### config.mk
export PLATFORM = sky130hd
export DESIGN_NAME = spwm3_gen
export DESIGN_NICKNAME = d
export VERILOG_FILES = /design/src/rtl/spwm3_pkg.sv /design/src/rtl/spwm3_carrier.sv /design/src/rtl/spwm3_pointer.sv /design/src/rtl/spwm3_phase_ref.sv /design/src/rtl/spwm3_gen.sv
export SDC_FILE = /design/constraint.sdc
export NUM_CORES = 1
export LEC_CHECK = 0
export BUFFER_PORTS_ARGS = -buffer_cell sky130_fd_sc_hd__buf_4
export CELL_PAD_IN_SITES_DETAIL_PLACEMENT = 1
export CELL_PAD_IN_SITES_GLOBAL_PLACEMENT = 2
export CORE_UTILIZATION = 41
export DETAILED_ROUTE_END_ITERATION = 8
export GPL_ROUTABILITY_DRIVEN = 0
export GPL_TIMING_DRIVEN = 0
export PLACE_DENSITY = 0.93
export RECOVER_POWER = 25
export REMOVE_ABC_BUFFERS = 1
export SETUP_SLACK_MARGIN = 0.5
export SLEW_MARGIN = 15
export SYNTH_ARGS = -nofsm -noshare
export SYNTH_HDL_FRONTEND = slang
export SYNTH_HIERARCHICAL = 1
export SYNTH_SLANG_ARGS = --single-unit
### constraint.sdc
create_clock -name clk -period 13 [get_ports clk]
set_input_delay 2.6 -clock clk [delete_from_list [all_inputs] [get_ports clk]]
set_output_delay 2.6 -clock clk [all_outputs]
set_load 0.005 [all_outputs]
### src/rtl/spwm3_pkg.sv
package spwm3_pkg;

    localparam int CAR_W   = 8;
    localparam int AMP_W   = 8;
    localparam int N_SMP   = 60;
    localparam int N_PH    = 3;
    localparam int PH_STEP = N_SMP / N_PH;
    localparam int QTR     = N_SMP / 4;
    localparam int PTR_W   = $clog2(N_SMP);
    localparam int DEV_W   = CAR_W + 1;
    localparam int PROD_W  = 2 * (AMP_W + 1);
    localparam int MID     = 1 << (CAR_W - 1);

    typedef logic [CAR_W-1:0] car_t;
    typedef logic [PTR_W-1:0] ptr_t;
    typedef logic [AMP_W-1:0] amp_t;
    typedef logic signed [DEV_W-1:0] dev_t;

    localparam car_t CAR_TOP = '1;
    localparam ptr_t PTR_LAST = ptr_t'(N_SMP - 1);
    localparam ptr_t Q1 = ptr_t'(QTR);
    localparam ptr_t Q2 = ptr_t'(2 * QTR);
    localparam ptr_t Q3 = ptr_t'(3 * QTR);
    localparam ptr_t Q4 = ptr_t'(N_SMP);

    typedef enum logic {DIR_UP = 1'b0, DIR_DN = 1'b1} dir_e;

    typedef struct packed {
        car_t level;
        dir_e dir;
    } carrier_s;

    // quarter-wave magnitudes, 120*sin(6 deg * k) rounded
    function automatic logic [6:0] qtr_mag(input ptr_t k);
        logic [6:0] m;
        case (k)
            6'd0:    m = 7'd0;
            6'd1:    m = 7'd13;
            6'd2:    m = 7'd25;
            6'd3:    m = 7'd37;
            6'd4:    m = 7'd49;
            6'd5:    m = 7'd60;
            6'd6:    m = 7'd71;
            6'd7:    m = 7'd80;
            6'd8:    m = 7'd89;
            6'd9:    m = 7'd97;
            6'd10:   m = 7'd104;
            6'd11:   m = 7'd110;
            6'd12:   m = 7'd114;
            6'd13:   m = 7'd117;
            6'd14:   m = 7'd119;
            default: m = 7'd120;
        endcase
        return m;
    endfunction

    // signed deviation of one full-wave entry, built from quarter symmetry
    function automatic dev_t wave_dev(input ptr_t idx);
        dev_t d;
        if (idx <= Q1)
            d = $signed({2'b00, qtr_mag(idx)});
        else if (idx < Q2)
            d = $signed({2'b00, qtr_mag(Q2 - idx)});
        else if (idx <= Q3)
            d = -$signed({2'b00, qtr_mag(idx - Q2)});
        else
            d = -$signed({2'b00, qtr_mag(Q4 - idx)});
        return d;
    endfunction

    // centre + (dev * amp) / 2^AMP_W with floor, clamped to carrier range
    function automatic car_t scale_ref(input dev_t dev, input amp_t amp);
        logic signed [PROD_W-1:0] a;
        logic signed [PROD_W-1:0] b;
        logic signed [PROD_W-1:0] lvl;
        car_t r;
        a   = PROD_W'(dev);
        b   = PROD_W'($signed({1'b0, amp}));
        lvl = ((a * b) >>> AMP_W) + PROD_W'(MID);
        if (lvl < 0)
            r = '0;
        else if (lvl > PROD_W'(CAR_TOP))
            r = CAR_TOP;
        else
            r = lvl[CAR_W-1:0];
        return r;
    endfunction

endpackage

### src/rtl/spwm3_carrier.sv
module spwm3_carrier
    import spwm3_pkg::*;
(
    input  logic     clk,
    input  logic     rst,
    output carrier_s car,
    output logic     valley
);
    carrier_s st;

    always_ff @(posedge clk) begin
        if (rst) begin
            st.level <= '0;
            st.dir   <= DIR_UP;
        end else begin
            case (st.dir)
                DIR_UP: begin
                    if (st.level == CAR_TOP) begin
                        st.dir   <= DIR_DN;
                        st.level <= st.level - 1'b1;
                    end else begin
                        st.level <= st.level + 1'b1;
                    end
                end
                default: begin
                    if (st.level == '0) begin
                        st.dir   <= DIR_UP;
                        st.level <= st.level + 1'b1;
                    end else begin
                        st.level <= st.level - 1'b1;
                    end
                end
            endcase
        end
    end

    assign car    = st;
    assign valley = (st.level == '0) && (st.dir == DIR_DN);
endmodule

### src/rtl/spwm3_pointer.sv
module spwm3_pointer
    import spwm3_pkg::*;
(
    input  logic clk,
    input  logic rst,
    input  logic adv,
    output ptr_t ptr
);
    always_ff @(posedge clk) begin
        if (rst)
            ptr <= '0;
        else if (adv)
            ptr <= (ptr == PTR_LAST) ? '0 : ptr + 1'b1;
    end
endmodule

### src/rtl/spwm3_phase_ref.sv
module spwm3_phase_ref
    import spwm3_pkg::*;
#(
    parameter int OFFSET = 0
) (
    input  ptr_t ptr,
    input  amp_t amp,
    output car_t lvl
);
    localparam logic [PTR_W:0] OFF_W = (PTR_W + 1)'(OFFSET);
    localparam logic [PTR_W:0] LIM_W = (PTR_W + 1)'(N_SMP);

    logic [PTR_W:0] sum;
    ptr_t           idx;

    always_comb begin
        sum = {1'b0, ptr} + OFF_W;
        idx = (sum >= LIM_W) ? ptr_t'(sum - LIM_W) : ptr_t'(sum);
        lvl = scale_ref(wave_dev(idx), amp);
    end
endmodule

### src/rtl/spwm3_gen.sv
module spwm3_gen
    import spwm3_pkg::*;
(
    input  logic       clk,
    input  logic       rst,
    input  logic [7:0] amp_i,
    output logic [7:0] carrier_o,
    output logic [2:0] pwm_o
);
    carrier_s        car_w;
    logic            valley_w;
    ptr_t            ptr_w;
    car_t            ref_w [N_PH];
    logic [N_PH-1:0] cmp_w;
    logic [N_PH-1:0] pwm_q;

    spwm3_carrier u_car (
        .clk    (clk),
        .rst    (rst),
        .car    (car_w),
        .valley (valley_w)
    );

    spwm3_pointer u_ptr (
        .clk (clk),
        .rst (rst),
        .adv (valley_w),
        .ptr (ptr_w)
    );

    for (genvar p = 0; p < N_PH; p++) begin : g_phase
        spwm3_phase_ref #(.OFFSET(p * PH_STEP)) u_ref (
            .ptr (ptr_w),
            .amp (amp_i),
            .lvl (ref_w[p])
        );
        assign cmp_w[p] = (car_w.level <= ref_w[p]);
    end

    always_ff @(posedge clk) begin
        if (rst)
            pwm_q <= '0;
        else
            pwm_q <= cmp_w;
    end

    assign carrier_o = car_w.level;
    assign pwm_o     = pwm_q;
endmodule


==> results by stage <==
Routing:
- The average vias per placed instance is 6.03.
- After the first detailed-routing iteration, the DRC count stood at 1,012.
- The final layout contains routed wiring with a total length of 52.7 mm.
- The total via count after detailed routing is around 16,000.
- After detailed routing, the average wire length per cell comes to slightly below 20 µm.
- The remaining antenna violation count is 0.
- The number of detailed-route iterations in the first pass is 7.
- The number of remaining DRC errors is 0.

Yosys:
- The mean area per synthesized cell is between 7 and 8 µm².
- In the synthesized netlist the dominant register cell turns out to be dfxtp_1.
- The register bit total from synthesis is 18.
- The area of the mapped netlist is 0.0174 mm².
- The Yosys step of the flow raised 6 warnings.
- The unique cell type count in the Yosys netlist is 145.
- For this run, the register share of the synthesized area comes to 2.07%.
- The count of flip-flops with a built-in enable after synthesis is 0.
- The cell count after synthesis is 2,230.
- For this run, asynchronously set or reset flops after synthesis account for 0%.

Clocking:
- The CTS sink count is 18.
- The H-tree depth is 1.
- After clock tree synthesis, the clock-pin slew on the worst setup and hold paths is 0.06 ns.
- The clock network latency to the later pin of the worst-skew pair is 0.26 ns.
- The number of buffers on the longest clock path is 2.
- TritonCTS built the clock tree.
- Clock tree synthesis inserted a total of 3 buffers.
- In this run the clock root is driven by a clkbuf_16.

Status:
- The run finished with clean final reports.

Min path:
- The worst hold path terminates at u_car/car[1].
- The path category of the worst min-delay check is reg -> reg.
- Counting instances, the worst hold path has a depth of 1.
- In this run the most critical hold path is launched from u_car/car[1].

Place:
- The HPWL reported at the end of detailed placement is approximately 40 mm.
- The placement-stage worst setup slack is 0.394 ns.
- During placement, the flow inserted port buffers numbering 20.

STA:
- Setup repair after global routing left no endpoint under its margin.
- Static timing analysis puts the maximum clock frequency at 84.1 MHz.
- Setup violations remaining at the end of the flow were counted as 0.
- The final sum of negative setup slack is 0 ns.
- The final period demand of the worst path is 11.89 ns.
- Across all hold checks on the routed design, the worst slack comes to between 0.5 and 0.6 ns.
- The total count of hold-check failures in the final report is 0.
- The number of slew-limit violations in the final report is 0.
- The maximum clock skew at final layout is 0.00208 ns.
- The worst path uses 91.4% of the clock period.
- At the pin with the least slew margin, the transition time is ~1.2 ns.
- The worst slew margin relative to its limit is 18.8%.
- The final worst slack is 1.11 ns.

Worst setup path:
- The largest individual stage delay along the critical path comes from the cell dfxtp_4.
- In this run the worst path has a maximum fanout of 32.
- The critical path class is reg -> reg.
- The reg2reg setup slack is between 1 and 1.5 ns.
- The critical path required time is 13.16 ns.
- The number of cells traversed by the worst register-to-register path is 43.
- The destination of the worst register-to-register timing path is pwm_o[1].
- STA classifies the critical path startpoint as a flip-flop.
- The endpoint kind of the worst setup timing path is a flip-flop.
- The critical path's most frequent cell is inv_1.
- The critical path arrival is around 12 ns.
- On the worst path, the slowest cell contributes a delay of about 0.64 ns.
- The startpoint identified for the worst register-to-register timing path is u_ptr/ptr[0].

Final layout:
- Of the cells placed in the final design, the portion with a size suffix greater than 1 is roughly 8.4%.
- At the end of the flow, the number of nets in the layout was 2,511.
- The count of fill cells added during filler insertion is 5,255.
- The core occupancy in the finished layout is 42.7%.
- Compared with the post-synthesis result, the final layout area differs by 2.92%.

Die:
- For this design the top-level I/O count stands at 21.
- The number of rows in the core area is between 70 and 80.
- The initial utilization of the core area, before any placement, comes to 41.5%.
- The die boundary height is 208 µm.
- The die covers between 0.04 and 0.05 mm².
- The region available for standard cell placement spans ~0.042 mm².
- In this run the horizontal extent of the chip is 208 µm.

Power and ir drop:
- The worst-case IR drop observed on VDD is 176 µV.
- The power density of the placed cells is between 50 and 60 mW/mm².
- The total power is about 1.0 mW.
- The leakage dissipation is 8.10 nW.

GRT:
- Global routing finished with a remaining overflow of 0.
- The overall global routing resource usage is roughly 25%.
- The initial antenna violation count is 0.
- Entering global routing, the biggest net connects 63 pins.
- The via count of the first global-routing pass is 17,600.
- The wire length of the first global-routing pass is just under 90 mm.

Flow run:
- The number of violations of the max-capacitance limit is 0.
## flip-flops by register name, summed over array words and instances (netlist names)
signal,cells
pwm_o,3
u_ptr/ptr,6
u_car/car,9
## synth_stat cells, drive strengths merged (14+ instances only)
| cell type | n | share of area (%) |
|---|---|---|
| fa | 177 | 20 |
| o21ai | 104 | 3.1 |
| nor2b | 19 | 0.68 |
| mux2i | 42 | 2.7 |
| xnor2 | 56 | 3.3 |
| xor2 | 23 | 1.2 |
| nand4 | 15 | 0.58 |
| nand3b | 15 | 0.65 |
| nand2 | 212 | 4.7 |
| and2 | 97 | 3.5 |
| inv | 345 | 7.5 |
| o211ai | 35 | 1.6 |
| a31oi | 33 | 1.6 |
| nand3 | 81 | 2.5 |
| nor3 | 43 | 1.3 |
| nor2 | 111 | 2.5 |
| a211oi | 34 | 1.8 |
| o21a | 14 | 0.60 |
| nand2b | 21 | 0.77 |
| o22ai | 14 | 0.58 |
| ha | 167 | 12 |
| buf | 59 | 2.2 |
| and3 | 36 | 1.4 |
| clkbuf | 42 | 0.91 |
| a21o | 36 | 1.6 |
| a21oi | 110 | 3.3 |
| dfxtp | 18 | 2.1 |
| a22oi | 18 | 0.78 |
## metal layers
layer	up-vias	global-route usage [%]	share of wire, %
li1	7584	-	-
met1	8247	31.1	43
met2	354	45.7	51
met3	82	0.877	3.2
met4	0	6.64	2.2
met5	-	0	0
## through the flow
stage                     instance area, µm²  cells
after global placement                 17700   2688
final                                  17900   2696
after CTS                              17800   2694
after detailed placement               17700   2690
after floorplan                        16800   2129
after global routing                   17900   2695
## layout make-up
type / instances / area [µm²] / share of cell area [%]
inverters: 346 / 1300 / 7.28
repair buffers: 23 / 206 / 1.15
flip-flops and latches: 18 / 373 / 2.09
clock buffers: 4 / 88.8 / 0.497
diodes: 1 / 2.50 / 0.0140
well taps: 539 / 674 / 3.77
multi-input cells: 1765 / 15200 / 85.2
## power breakdown
part           internal, mW  switching, mW
sequential           0.0569        0.00523
clock                0.0471         0.0266
combinational         0.364          0.532
## worst max-delay path, delay by kind of cell (launching register included)
kind / cells / cell delay [ns]
fa+ha+maj: 9 / 3.80
compound gates: 12 / 3.33
simple gates: 13 / 2.74
buf+inv: 7 / 0.70
flops: 1 / 0.64
mux: 1 / 0.38
xor+xnor: 1 / 0.13
## worst max-delay path by stage
stage | start | end | cells after the start
after floorplan | u_ptr/ptr[0] | pwm_o[1] | 41
after global placement | u_ptr/ptr[0] | pwm_o[1] | 40
after detailed placement | u_ptr/ptr[0] | pwm_o[1] | 41
after CTS | u_ptr/ptr[0] | pwm_o[1] | 41
after global routing | u_ptr/ptr[0] | pwm_o[1] | 43
final | u_ptr/ptr[0] | pwm_o[1] | 43
## cells by family (layout without fill, tap and decap cells)
| kind of cell | after synthesis | count (layout) | share of synthesized area (%) |
|---|---|---|---|
| compound gates | 541 | 541 | 23.7 |
| simple gates | 745 | 745 | 23.2 |
| buf+inv | 447 | 373 | 10.5 |
| fa+ha+maj | 347 | 347 | 32.6 |
| flops | 18 | 18 | 2.07 |
| xor+xnor | 80 | 80 | 4.57 |
| mux | 52 | 52 | 3.39 |
| other cells | 0 | 1 | 0 |
## placed cells by master, fill, tap and decap left out, types with 24 or more instances in the layout
cell / count
a211oi_1: 24
a21o_1: 32
a21oi_1: 104
a31oi_1: 26
and2_1: 91
and3_1: 26
fa_1: 177
ha_1: 167
inv_1: 340
mux2i_1: 38
nand2_1: 209
nand3_1: 77
nor2_1: 108
nor3_1: 41
o211ai_1: 32
o21ai_0: 79
xnor2_1: 49
## timing repair
action	4_1_cts	5_1_grt
setup endpoints to repair	1	3
hold buffers	0	0
setup buffers	0	1
gates resized for setup	1	8
Note: power is estimated with default switching activity, not from simulation.
